$ cat config.mk
export PLATFORM = sky130hd
export DESIGN_NAME = sgdma_chain_seq
export DESIGN_NICKNAME = d
export VERILOG_FILES = /design/src/rtl/sgdma_pkg.sv /design/src/rtl/sgdma_regs.sv /design/src/rtl/sgdma_irq.sv /design/src/rtl/sgdma_ctrl.sv /design/src/rtl/sgdma_chain_seq.sv
export SDC_FILE = /design/constraint.sdc
export NUM_CORES = 1
export LEC_CHECK = 0
export BUFFER_PORTS_ARGS = -buffer_cell sky130_fd_sc_hd__buf_2
export CORE_ASPECT_RATIO = 1.25
export CORE_UTILIZATION = 55
export CTS_CLUSTER_SIZE = 40
export DETAILED_ROUTE_END_ITERATION = 10
export PLACE_DENSITY = 0.85
export SYNTH_ARGS = -nofsm -noshare
export SYNTH_HDL_FRONTEND = slang
export SYNTH_HIERARCHICAL = 1
export SYNTH_SLANG_ARGS = --single-unit
$ cat constraint.sdc
create_clock -name clk -period 3.4 [get_ports clk]
set_input_delay 0 -clock clk [delete_from_list [all_inputs] [get_ports clk]]
set_output_delay 0 -clock clk [all_outputs]
set_load 0.03 [all_outputs]
$ cat src/rtl/sgdma_pkg.sv
// Shared types and constants for the scatter-gather chain sequencer.
// Assumes descriptors are 16-byte aligned so pointer bits 3:0 are flags.
package sgdma_pkg;

    // Register indices on the programming port
    localparam logic [2:0] RA_MODE = 3'd0;
    localparam logic [2:0] RA_CSR  = 3'd1;
    localparam logic [2:0] RA_PCI  = 3'd2;
    localparam logic [2:0] RA_LOC  = 3'd3;
    localparam logic [2:0] RA_SIZE = 3'd4;
    localparam logic [2:0] RA_DPTR = 3'd5;

    // Command/status bit positions (software decodes them)
    localparam int CS_EN    = 0;
    localparam int CS_START = 1;
    localparam int CS_ABORT = 2;
    localparam int CS_CLR   = 3;
    localparam int CS_DONE  = 4;

    // Descriptor pointer flag positions
    localparam int FL_SPACE = 0;
    localparam int FL_LAST  = 1;
    localparam int FL_TC    = 2;
    localparam int FL_L2P   = 3;

    // Number of 32-bit words in one descriptor
    localparam int DESC_WORDS = 4;

    // Mode word, packed so field order matches bit positions 3..0
    typedef struct packed {
        logic irq_sel_pci;
        logic clr_count;
        logic done_ie;
        logic chain_en;
    } mode_t;

    typedef enum logic [1:0] {
        ST_IDLE  = 2'd0,
        ST_FETCH = 2'd1,
        ST_XFER  = 2'd2,
        ST_WB    = 2'd3
    } seq_state_t;

endpackage

$ cat src/rtl/sgdma_regs.sv
// Programming register file: holds mode, enable, addresses, size and
// descriptor pointer; decodes the write-one strobes; drives readback.
// Assumes DATA_W >= CNT_W + 1 and DATA_W >= 8.
module sgdma_regs
    import sgdma_pkg::*;
#(
    parameter int DATA_W = 32,
    parameter int CNT_W  = 23
) (
    input  logic              clk,
    input  logic              rst_n,
    input  logic              reg_wr,
    input  logic [2:0]        reg_addr,
    input  logic [DATA_W-1:0] reg_wdata,
    output logic [DATA_W-1:0] reg_rdata,
    input  logic              done_i,
    output mode_t             mode_o,
    output logic              enable_o,
    output logic [DATA_W-1:0] pci_o,
    output logic [DATA_W-1:0] loc_o,
    output logic [CNT_W-1:0]  size_o,
    output logic [DATA_W-1:0] dptr_o,
    output logic              start_o,
    output logic              abort_o,
    output logic              clr_o
);

    logic csr_wr;
    assign csr_wr = reg_wr && (reg_addr == RA_CSR);

    // Write-one strobes, valid only in the write cycle
    assign start_o = csr_wr && reg_wdata[CS_START];
    assign abort_o = csr_wr && reg_wdata[CS_ABORT];
    assign clr_o   = csr_wr && reg_wdata[CS_CLR];

    // Register storage updated by software writes
    always_ff @(posedge clk) begin
        if (!rst_n) begin
            mode_o   <= '0;
            enable_o <= 1'b0;
            pci_o    <= '0;
            loc_o    <= '0;
            size_o   <= '0;
            dptr_o   <= '0;
        end else if (reg_wr) begin
            case (reg_addr)
                RA_MODE: mode_o   <= mode_t'(reg_wdata[3:0]);
                RA_CSR:  enable_o <= reg_wdata[CS_EN];
                RA_PCI:  pci_o    <= reg_wdata;
                RA_LOC:  loc_o    <= reg_wdata;
                RA_SIZE: size_o   <= reg_wdata[CNT_W-1:0];
                RA_DPTR: dptr_o   <= reg_wdata;
                default: ;
            endcase
        end
    end

    // Readback multiplexer
    always_comb begin
        case (reg_addr)
            RA_MODE: reg_rdata = DATA_W'(mode_o);
            RA_CSR:  reg_rdata = DATA_W'({done_i, 3'b000, enable_o});
            RA_PCI:  reg_rdata = pci_o;
            RA_LOC:  reg_rdata = loc_o;
            RA_SIZE: reg_rdata = DATA_W'(size_o);
            RA_DPTR: reg_rdata = dptr_o;
            default: reg_rdata = '0;
        endcase
    end

endmodule

$ cat src/rtl/sgdma_irq.sv
// Sticky channel interrupt: set by an event, cleared by software, with
// a same-cycle event taking precedence; routed to one of two outputs.
module sgdma_irq (
    input  logic clk,
    input  logic rst_n,
    input  logic event_i,
    input  logic clr_i,
    input  logic sel_pci_i,
    output logic pend_o,
    output logic irq_pci,
    output logic irq_local
);

    // Pending flag: event wins over clear
    always_ff @(posedge clk) begin
        if (!rst_n)       pend_o <= 1'b0;
        else if (event_i) pend_o <= 1'b1;
        else if (clr_i)   pend_o <= 1'b0;
    end

    // Route to exactly one side
    assign irq_pci   = pend_o &&  sel_pci_i;
    assign irq_local = pend_o && !sel_pci_i;

endmodule

$ cat src/rtl/sgdma_ctrl.sv
// Channel sequencer: fetches descriptors one word per handshake, issues
// one transfer per nonzero descriptor, optionally clears the stored count,
// follows the chain, and handles abort and completion events.
// Assumes requests may be withdrawn when an abort is taken.
module sgdma_ctrl
    import sgdma_pkg::*;
#(
    parameter int DATA_W = 32,
    parameter int CNT_W  = 23
) (
    input  logic              clk,
    input  logic              rst_n,
    input  mode_t             mode_i,
    input  logic              enable_i,
    input  logic              start_i,
    input  logic              abort_i,
    input  logic [DATA_W-1:0] reg_pci_i,
    input  logic [DATA_W-1:0] reg_loc_i,
    input  logic [CNT_W-1:0]  reg_size_i,
    input  logic [DATA_W-1:0] reg_dptr_i,
    output logic              done_o,
    output logic              event_o,
    output logic              mrd_req,
    output logic [DATA_W-1:0] mrd_addr,
    output logic              mrd_space,
    input  logic              mrd_ack,
    input  logic [DATA_W-1:0] mrd_data,
    output logic              xfr_req,
    output logic [DATA_W-1:0] xfr_pci_addr,
    output logic [DATA_W-1:0] xfr_loc_addr,
    output logic [CNT_W-1:0]  xfr_count,
    output logic              xfr_l2p,
    input  logic              xfr_ack,
    output logic              mwr_req,
    output logic [DATA_W-1:0] mwr_addr,
    output logic              mwr_space,
    input  logic              mwr_ack
);

    localparam int WIDX_W = $clog2(DESC_WORDS);
    localparam logic [DATA_W-1:0] CNT_OFS = DATA_W'(8);

    seq_state_t          st_q;
    logic [WIDX_W-1:0]   widx_q;
    logic [DATA_W-1:0]   cur_ptr_q;
    logic [DATA_W-1:0]   d_pci_q;
    logic [DATA_W-1:0]   d_loc_q;
    logic [CNT_W-1:0]    d_cnt_q;
    logic [DATA_W-1:0]   d_next_q;
    logic                chained_q;
    logic                done_q;

    logic [DATA_W-1:0]   cur_base;
    logic                cnt_zero;
    logic                abort_hit;
    logic                fin;
    logic                go_wb;
    logic                unused_ptr_bits;

    assign cur_base        = {cur_ptr_q[DATA_W-1:4], 4'b0000};
    assign cnt_zero        = (d_cnt_q == '0);
    assign abort_hit       = abort_i && !done_q;
    assign unused_ptr_bits = ^cur_ptr_q[3:1];

    assign done_o       = done_q;
    assign mrd_addr     = cur_base | DATA_W'({widx_q, 2'b00});
    assign mrd_space    = cur_ptr_q[FL_SPACE];
    assign xfr_pci_addr = d_pci_q;
    assign xfr_loc_addr = d_loc_q;
    assign xfr_count    = d_cnt_q;
    assign xfr_l2p      = d_next_q[FL_L2P];
    assign mwr_addr     = cur_base | CNT_OFS;
    assign mwr_space    = cur_ptr_q[FL_SPACE];

    // Request decode and end-of-descriptor detection
    always_comb begin
        mrd_req = 1'b0;
        xfr_req = 1'b0;
        mwr_req = 1'b0;
        fin     = 1'b0;
        go_wb   = 1'b0;
        case (st_q)
            ST_FETCH: mrd_req = 1'b1;
            ST_XFER: begin
                xfr_req = !cnt_zero;
                if (cnt_zero || xfr_ack) begin
                    if (chained_q && mode_i.clr_count) go_wb = 1'b1;
                    else                               fin   = 1'b1;
                end
            end
            ST_WB: begin
                mwr_req = 1'b1;
                fin     = mwr_ack;
            end
            default: ;
        endcase
    end

    // Interrupt event on descriptor completion (none on abort)
    assign event_o = fin && !abort_hit &&
                     ((chained_q && d_next_q[FL_TC]) ||
                      (d_next_q[FL_LAST] && mode_i.done_ie));

    // Sequencer state, descriptor capture and done flag
    always_ff @(posedge clk) begin
        if (!rst_n) begin
            st_q      <= ST_IDLE;
            widx_q    <= '0;
            cur_ptr_q <= '0;
            d_pci_q   <= '0;
            d_loc_q   <= '0;
            d_cnt_q   <= '0;
            d_next_q  <= '0;
            chained_q <= 1'b0;
            done_q    <= 1'b1;
        end else if (abort_hit) begin
            st_q   <= ST_IDLE;
            done_q <= 1'b1;
        end else if (fin) begin
            if (d_next_q[FL_LAST]) begin
                st_q   <= ST_IDLE;
                done_q <= 1'b1;
            end else begin
                cur_ptr_q <= d_next_q;
                widx_q    <= '0;
                st_q      <= ST_FETCH;
            end
        end else begin
            case (st_q)
                ST_IDLE: begin
                    if (start_i && enable_i && done_q) begin
                        done_q    <= 1'b0;
                        chained_q <= mode_i.chain_en;
                        if (mode_i.chain_en) begin
                            cur_ptr_q <= reg_dptr_i;
                            widx_q    <= '0;
                            st_q      <= ST_FETCH;
                        end else begin
                            d_pci_q  <= reg_pci_i;
                            d_loc_q  <= reg_loc_i;
                            d_cnt_q  <= reg_size_i;
                            d_next_q <= {reg_dptr_i[DATA_W-1:4],
                                         reg_dptr_i[FL_L2P], 1'b0, 1'b1, 1'b0};
                            st_q     <= ST_XFER;
                        end
                    end
                end
                ST_FETCH: begin
                    if (mrd_ack) begin
                        case (widx_q)
                            WIDX_W'(0): d_pci_q  <= mrd_data;
                            WIDX_W'(1): d_loc_q  <= mrd_data;
                            WIDX_W'(2): d_cnt_q  <= mrd_data[CNT_W-1:0];
                            default:    d_next_q <= mrd_data;
                        endcase
                        widx_q <= widx_q + 1'b1;
                        if (widx_q == WIDX_W'(DESC_WORDS - 1)) st_q <= ST_XFER;
                    end
                end
                ST_XFER: if (go_wb) st_q <= ST_WB;
                default: ;
            endcase
        end
    end

endmodule

$ cat src/rtl/sgdma_chain_seq.sv
// Top of the scatter-gather DMA chain sequencer: connects the register
// file, the sequencer and the interrupt flag.
module sgdma_chain_seq
    import sgdma_pkg::*;
#(
    parameter int DATA_W = 32,
    parameter int CNT_W  = 23
) (
    input  logic              clk,
    input  logic              rst_n,
    input  logic              reg_wr,
    input  logic [2:0]        reg_addr,
    input  logic [DATA_W-1:0] reg_wdata,
    output logic [DATA_W-1:0] reg_rdata,
    output logic              mrd_req,
    output logic [DATA_W-1:0] mrd_addr,
    output logic              mrd_space,
    input  logic              mrd_ack,
    input  logic [DATA_W-1:0] mrd_data,
    output logic              xfr_req,
    output logic [DATA_W-1:0] xfr_pci_addr,
    output logic [DATA_W-1:0] xfr_loc_addr,
    output logic [CNT_W-1:0]  xfr_count,
    output logic              xfr_l2p,
    input  logic              xfr_ack,
    output logic              mwr_req,
    output logic [DATA_W-1:0] mwr_addr,
    output logic              mwr_space,
    input  logic              mwr_ack,
    output logic              irq_pci,
    output logic              irq_local
);

    mode_t             mode;
    logic              enable;
    logic              done;
    logic [DATA_W-1:0] r_pci;
    logic [DATA_W-1:0] r_loc;
    logic [CNT_W-1:0]  r_size;
    logic [DATA_W-1:0] r_dptr;
    logic              start_s;
    logic              abort_s;
    logic              clr_s;
    logic              irq_ev;
    logic              irq_pend;

    sgdma_regs #(.DATA_W(DATA_W), .CNT_W(CNT_W)) u_regs (
        .clk      (clk),
        .rst_n    (rst_n),
        .reg_wr   (reg_wr),
        .reg_addr (reg_addr),
        .reg_wdata(reg_wdata),
        .reg_rdata(reg_rdata),
        .done_i   (done),
        .mode_o   (mode),
        .enable_o (enable),
        .pci_o    (r_pci),
        .loc_o    (r_loc),
        .size_o   (r_size),
        .dptr_o   (r_dptr),
        .start_o  (start_s),
        .abort_o  (abort_s),
        .clr_o    (clr_s)
    );

    sgdma_ctrl #(.DATA_W(DATA_W), .CNT_W(CNT_W)) u_ctrl (
        .clk         (clk),
        .rst_n       (rst_n),
        .mode_i      (mode),
        .enable_i    (enable),
        .start_i     (start_s),
        .abort_i     (abort_s),
        .reg_pci_i   (r_pci),
        .reg_loc_i   (r_loc),
        .reg_size_i  (r_size),
        .reg_dptr_i  (r_dptr),
        .done_o      (done),
        .event_o     (irq_ev),
        .mrd_req     (mrd_req),
        .mrd_addr    (mrd_addr),
        .mrd_space   (mrd_space),
        .mrd_ack     (mrd_ack),
        .mrd_data    (mrd_data),
        .xfr_req     (xfr_req),
        .xfr_pci_addr(xfr_pci_addr),
        .xfr_loc_addr(xfr_loc_addr),
        .xfr_count   (xfr_count),
        .xfr_l2p     (xfr_l2p),
        .xfr_ack     (xfr_ack),
        .mwr_req     (mwr_req),
        .mwr_addr    (mwr_addr),
        .mwr_space   (mwr_space),
        .mwr_ack     (mwr_ack)
    );

    sgdma_irq u_irq (
        .clk      (clk),
        .rst_n    (rst_n),
        .event_i  (irq_ev),
        .clr_i    (clr_s),
        .sel_pci_i(mode.irq_sel_pci),
        .pend_o   (irq_pend),
        .irq_pci  (irq_pci),
        .irq_local(irq_local)
    );

endmodule

==> results of run 1 <==
power by group:
part           switching, mW  internal (mW)
clock                   1.28           2.05
sequential             0.287           3.64
combinational           1.79          0.935
logic make-up after synthesis:
group / count (synthesis) / share of synthesized area, %
flip-flops: 279 / 41.8
other: 2 / 0.0562
buffers and inverters: 187 / 7.40
AO/OA/AOI/OAI: 448 / 27.1
adder cells (fa/ha/maj): 8 / 0.749
AND/OR/NAND/NOR: 521 / 18.4
multiplexers: 60 / 4.59
metal layers:
| layer | vias to the layer above | share of wire [%] |
|---|---|---|
| met5 | - | 0 |
| met4 | 0 | 5.1 |
| met3 | 163 | 11 |
| met2 | 951 | 43 |
| met1 | 6081 | 40 |
| li1 | 5740 | - |
path summary, 6_finish.rpt:
kind                            slack (ns)              from                       to
worst max-delay path                  0.68    u_ctrl/st_q[0]  u_ctrl/xfr_pci_addr[25]
worst min-delay path                  0.01       mrd_data[7]   u_ctrl/xfr_pci_addr[7]
worst max register to register        0.68    u_ctrl/st_q[0]  u_ctrl/xfr_pci_addr[25]
worst min register to register        0.47  u_regs/dptr_o[1]         u_regs/dptr_o[1]
cell usage after synthesis, types with 4 or more instances:
cell type	number	area, um^2
o2111a_1	29	327
or3_1	59	369
and2_1	8	50.1
a21boi_0	84	631
a31oi_1	4	25.0
nor4_1	4	25.0
inv_1	10	37.5
o221a_1	116	1310
nand4_1	4	25.0
ha_1	8	100
buf_6	7	78.8
nor2_1	123	462
mux2i_1	58	581
a21oi_1	117	586
nor3_4	4	65.1
nor2b_1	43	269
nand2_1	248	931
nand2b_1	5	31.3
a22oi_1	4	30.0
dfxtp_1	279	5590
o2bb2ai_1	9	78.8
buf_2	44	220
a21boi_1	38	285
o22ai_1	23	144
buf_4	48	360
clkbuf_1	76	285
cell type report:
| cell class | instances | share of cell area [%] |
|---|---|---|
| inverters | 10 | 0.236 |
| flip-flops and latches | 279 | 35.2 |
| clock inverters | 11 | 1.29 |
| multi-input cells | 1043 | 43.0 |
| well taps | 325 | 2.56 |
| repair buffers | 332 | 12.8 |
| clock buffers | 36 | 4.91 |
repair_timing:
action | in CTS | in global routing
hold buffers | 48 | 0
hold endpoints to repair | 155 | 0
setup endpoints to repair | 0 | 0
cell usage in the layout (no fill, tap or decap), types with 29 or more instances in the layout:
cell type,count
dfxtp_1,279
buf_2,255
nand2_1,248
nor2_1,123
a21oi_1,117
o221a_1,116
a21boi_0,84
or3_1,59
mux2i_1,57
dlygate4sd3_1,48
nor2b_1,43
a21boi_1,38
o2111a_1,29
flip-flops by register name, indices dropped and copies added, names as in the netlist, 29 cells and up:
name	flops
u_ctrl/cur_ptr_q	29
u_ctrl/xfr_loc_addr	32
u_ctrl/d_next_q	32
u_ctrl/xfr_pci_addr	32
u_regs/pci_o	32
u_regs/dptr_o	32
u_regs/loc_o	32
worst max-delay path, stage by stage (launching register included):
cell and delay, ns:
dfxtp_1 0.44, inv_1 0.12, ha_1 0.24, a21boi_1 0.18, o211a_1 0.28, a21o_1 0.42, nor3_4 0.27, buf_4 0.41
o221a_1 0.30
==> impl_metrics.json, run 1 <==
{
  "status": "finished clean",
  "grt_max_degree": 115,
  "cts_buffers": 26,
  "yosysSeqAreaShare_pct": 41.8,
  "area_delta_synth_final_pct": 18.7,
  "crit_type": "reg2reg",
  "routabilityCongestion": 1.02,
  "min_path_type": "in2reg",
  "vdd_drop_max_mv": 0.462,
  "io_buffers": 257,
  "fin_crit_sh_pct": 80.1,
  "start_util_pct": 56.2,
  "setup_violations": 0,
  "clock-sinks": 279,
  "use_met1_pct": 48.0,
  "grt_pass1_vias": 11763,
  "globalRouteMet3Util_pct": 6.46,
  "cts_tree": "done",
  "setup_tns_ns": 0,
  "yosys_warnings": 6,
  "ys_types": 58,
  "place_area_mm2": 0.0144,
  "die_h_um": 176,
  "drcViolationCount": 0,
  "fp-row-count": 63,
  "final_layout_size_suffix_gt1_share_pct": 20.3,
  "cp.arrival_ns": 3.19,
  "hold_viol_final": 0,
  "coreArea_mm2": 0.0238,
  "clock-root-buffer": "clkbuf_16",
  "report.final.slew_viol_count": 0,
  "worst_pin_slew_ns": 1.08,
  "vias_per_cell": 6.35,
  "synth_edf_count": 0,
  "dominantRegCellSynth": "dfxtp_1",
  "path_max_fanout": 32,
  "synthArstFlopShare_pct": 0,
  "antenna_found_initial": 1,
  "dp_cells": 1941,
  "start_kind": "flop",
  "dieWidth_um": 141,
  "syn_inst": 1505,
  "holdPathStages": 4,
  "max_cap_viol_count": 0,
  "post_cts_buffers": 0,
  "io_pins": 264,
  "regArea_mm2": 0.00559,
  "hold_slack_ns": 0.0141,
  "syn_area_mm2": 0.0134,
  "clkSlewWorstSetupHoldPaths_ns": 0.07,
  "fill_cells": 1956,
  "htree_levels": 1,
  "clkLatencyLatePin_ns": 0.54,
  "grt_overflow_total": 0,
  "hpwl_mm": 29.7,
  "dr.first_iter.drc_count": 2023,
  "layout_setup_ws_ns": 0.678,
  "rsz0062_at_grt": "false",
  "grt_pass1_wl_mm": 66.3,
  "finalCriticalPeriod_ns": 2.72,
  "wl_per_cell_um": 21.9,
  "antenna_left": 0,
  "pre_cts_slack_ns": 0.719,
  "power.leakage_nw": 6.37,
  "die_area_mm2": 0.0249,
  "cp.required_ns": 3.87,
  "fin_area_mm2": 0.0159,
  "cellPowerDensity_mw_per_mm2": 629,
  "synth.avg_cell_area_um2": 8.89,
  "power.total_mw": 9.98,
  "dr.pass1.iters": 7,
  "cp-end-kind": "flop",
  "busiest_layer": "met2",
  "grt_usage_pct": 34.1,
  "postCtsResizedCells": 0,
  "wirelength_mm": 44.6,
  "ys_seq_elements": 279,
  "grt_use_met2_pct": 50.2,
  "instances_no_fill": 2036,
  "clock.fmax_ghz": 0.367,
  "fin_worst_skew_ns": 0.0188,
  "n_antenna_cell": 0,
  "multi_input_area_mm2": 0.00683,
  "fin_util_pct": 66.7,
  "nets": 1773,
  "worstRegToRegCells": 8,
  "vias": 12935,
  "cts_buffer_depth": 3,
  "relSlewSlack_pct": 28.1
}
Note: power is estimated with default switching activity, not from simulation.
==> inputs of run 2 (changes only) <==
==> constraint.sdc (replaced) <==
create_clock -name clk -period 2.6 [get_ports clk]
set_input_delay 0 -clock clk [delete_from_list [all_inputs] [get_ports clk]]
set_output_delay 0 -clock clk [all_outputs]
set_load 0.03 [all_outputs]
==> run 2 against run 1 <==
  * Power increased by 33%
  * Sequential power increased by 31%
  * Fmax increased by 9.1%
  * Clock power increased by 32%
  * Final cell count increased by 1.8%
  * Critical endpoint is now u_ctrl/cur_ptr_q[23]
  * Highest routed layer unchanged
==> impl_metrics.json, run 2 (synthesis results as in run 1) <==
{
  "status": "finished clean",
  "post_cts_buffers": 0,
  "htree_levels": 1,
  "clock.fmax_ghz": 0.401,
  "coreArea_mm2": 0.0238,
  "crit_type": "reg2reg",
  "p_int_mw": 8.86,
  "rsz0062_at_grt": "false",
  "grt_overflow_total": 0,
  "io_buffers": 257,
  "dieWidth_um": 141,
  "cellPowerDensity_mw_per_mm2": 819,
  "fin_worst_skew_ns": 0.0162,
  "r2r_slack_ns": 0.10,
  "routabilityCongestion": 0.996,
  "dp_cells": 1969,
  "cp-end-kind": "flop",
  "max_cap_viol_count": 0,
  "clock-sinks": 279,
  "fin_util_pct": 68.1,
  "hold_viol_final": 0,
  "hold_slack_ns": 0.0266,
  "multi_input_area_mm2": 0.00685,
  "start_kind": "flop",
  "hpwl_mm": 30.5,
  "dr.pass1.iters": 6,
  "r2r_end": "u_ctrl/cur_ptr_q[23]",
  "cts_tree": "done",
  "final_common_cell": "dfxtp_1",
  "regArea_mm2": 0.00559,
  "fp-row-count": 63,
  "vdd_drop_max_mv": 0.510,
  "fin_crit_sh_pct": 96.0,
  "vias": 13158,
  "clkLatencyLatePin_ns": 0.54,
  "path_max_fanout": 24,
  "swShare_pct": 33.3,
  "fill_cells": 1830,
  "clock-root-buffer": "clkbuf_16",
  "seqPwrFrac_pct": 38.7,
  "wl_per_cell_um": 21.7,
  "pre_cts_slack_ns": -0.0198,
  "report.final.slew_viol_count": 0,
  "power.total_mw": 13.3,
  "use_met1_pct": 47.8,
  "rr_startpoint": "u_ctrl/st_q[0]",
  "power_frac_comb_pct": 28.3,
  "grt_usage_pct": 34.8,
  "area_delta_synth_final_pct": 21.3,
  "antenna_found_initial": 0,
  "grt_pass1_wl_mm": 67.9,
  "clkSlewWorstSetupHoldPaths_ns": 0.07,
  "antenna_left": 0,
  "cp.required_ns": 3.03,
  "min_path_type": "in2reg",
  "grt_use_met2_pct": 51.4,
  "setup_tns_ns": 0,
  "worst_pin_slew_ns": 1.09,
  "instances_no_fill": 2073,
  "die_area_mm2": 0.0249,
  "fin_area_mm2": 0.0162,
  "layout_setup_ws_ns": 0.105,
  "cts_buffer_depth": 3,
  "die_h_um": 176,
  "globalRouteMet3Util_pct": 7.76,
  "cts_buffers": 26,
  "finalCriticalPeriod_ns": 2.50,
  "power.leakage_nw": 6.56,
  "setup.worst_path.end": "u_ctrl/cur_ptr_q[23]",
  "wirelength_mm": 45.0,
  "busiest_layer": "met2",
  "setup_violations": 0,
  "start_util_pct": 56.2,
  "mostFrequentLayoutCells": "278 x dfxtp_1, 255 x buf_2, 248 x nand2_1, 123 x nor2_1, 117 x a21oi_1",
  "p_sw_mw": 4.42,
  "setup.worst_path.start": "u_ctrl/st_q[0]",
  "grt_pass1_vias": 12003,
  "worstRegToRegCells": 9,
  "final_layout_size_suffix_gt1_share_pct": 21.6,
  "nets": 1811,
  "clockPowerShare_pct": 33.0,
  "grt_max_degree": 85,
  "dr.first_iter.drc_count": 1803,
  "n_antenna_cell": 0,
  "relSlewSlack_pct": 27.6,
  "vias_per_cell": 6.35,
  "cp.arrival_ns": 2.92,
  "drcViolationCount": 0,
  "place_area_mm2": 0.0146,
  "io_pins": 264
}
## run 2: changes by cell type in the layout (fill, tap and decap cells not counted), moves of 2 or more
cell / change
buf_12: +2
buf_4: +26
clkbuf_8: -2
clkinv_2: -2
dlygate4sd3_1: +9
## run 2: routing by layer
metal  vias to the layer above  part of all wire [%]
met1                      6210                    39
met3                       172                    12
li1                       5813                     -
met2                       963                    43
met4                         0                   5.5
met5                         -                     0
## run 2: how the worst min path moves through the flow
| stage | from | endpoint | slack (ns) | depth (start not counted) |
|---|---|---|---|---|
| floorplan | rst_n | u_irq/pend_o | 0.12 | 1 |
| global placement | reg_wdata[29] | u_regs/pci_o[29] | 0.26 | 3 |
| detailed placement | reg_wdata[25] | u_regs/dptr_o[25] | 0.27 | 3 |
| CTS | mrd_data[15] | u_ctrl/d_next_q[15] | 0.009 | 4 |
| global route | mrd_data[15] | u_ctrl/xfr_count[15] | 0.02 | 4 |
| finish | mrd_data[18] | u_ctrl/xfr_count[18] | 0.03 | 4 |
## run 2: power by group through the flow
stage | clock network [mW] | registers [mW] | logic [mW]
after floorplan | 0 | 5.80 | 1.89
after global placement | 0 | 5.20 | 3.53
after detailed placement | 0 | 5.21 | 3.58
after CTS | 4.37 | 5.12 | 3.67
after global routing | 4.57 | 5.18 | 3.93
final | 4.38 | 5.14 | 3.76
## run 2: layout make-up
type	count	share of cell area, %
Clock buffer	35	4.66
Clock inverter	11	1.43
Inverter	10	0.231
Multi-Input combinational cell	1044	42.2
Sequential cell	279	34.4
Tap cell	325	2.51
Timing Repair Buffer	369	14.5
## run 2: worst max-delay path, stage by stage, from the launching register on
cell and delay, ns:
dfxtp_2 0.37, inv_1 0.08, ha_1 0.23, a21boi_1 0.17, o211a_1 0.28, a21o_4 0.29, buf_4 0.19, buf_4 0.22
or3_1 0.42, o2111a_1 0.15
## run 2: timing repair
action                                  4_1_cts  5_1_grt
cloned                                        1        0
hold buffers                                 57        0
endpoints found under the setup margin       24       34
pin swaps                                     1        0
endpoints found under the hold margin       196        0
gates resized for setup                       1        2
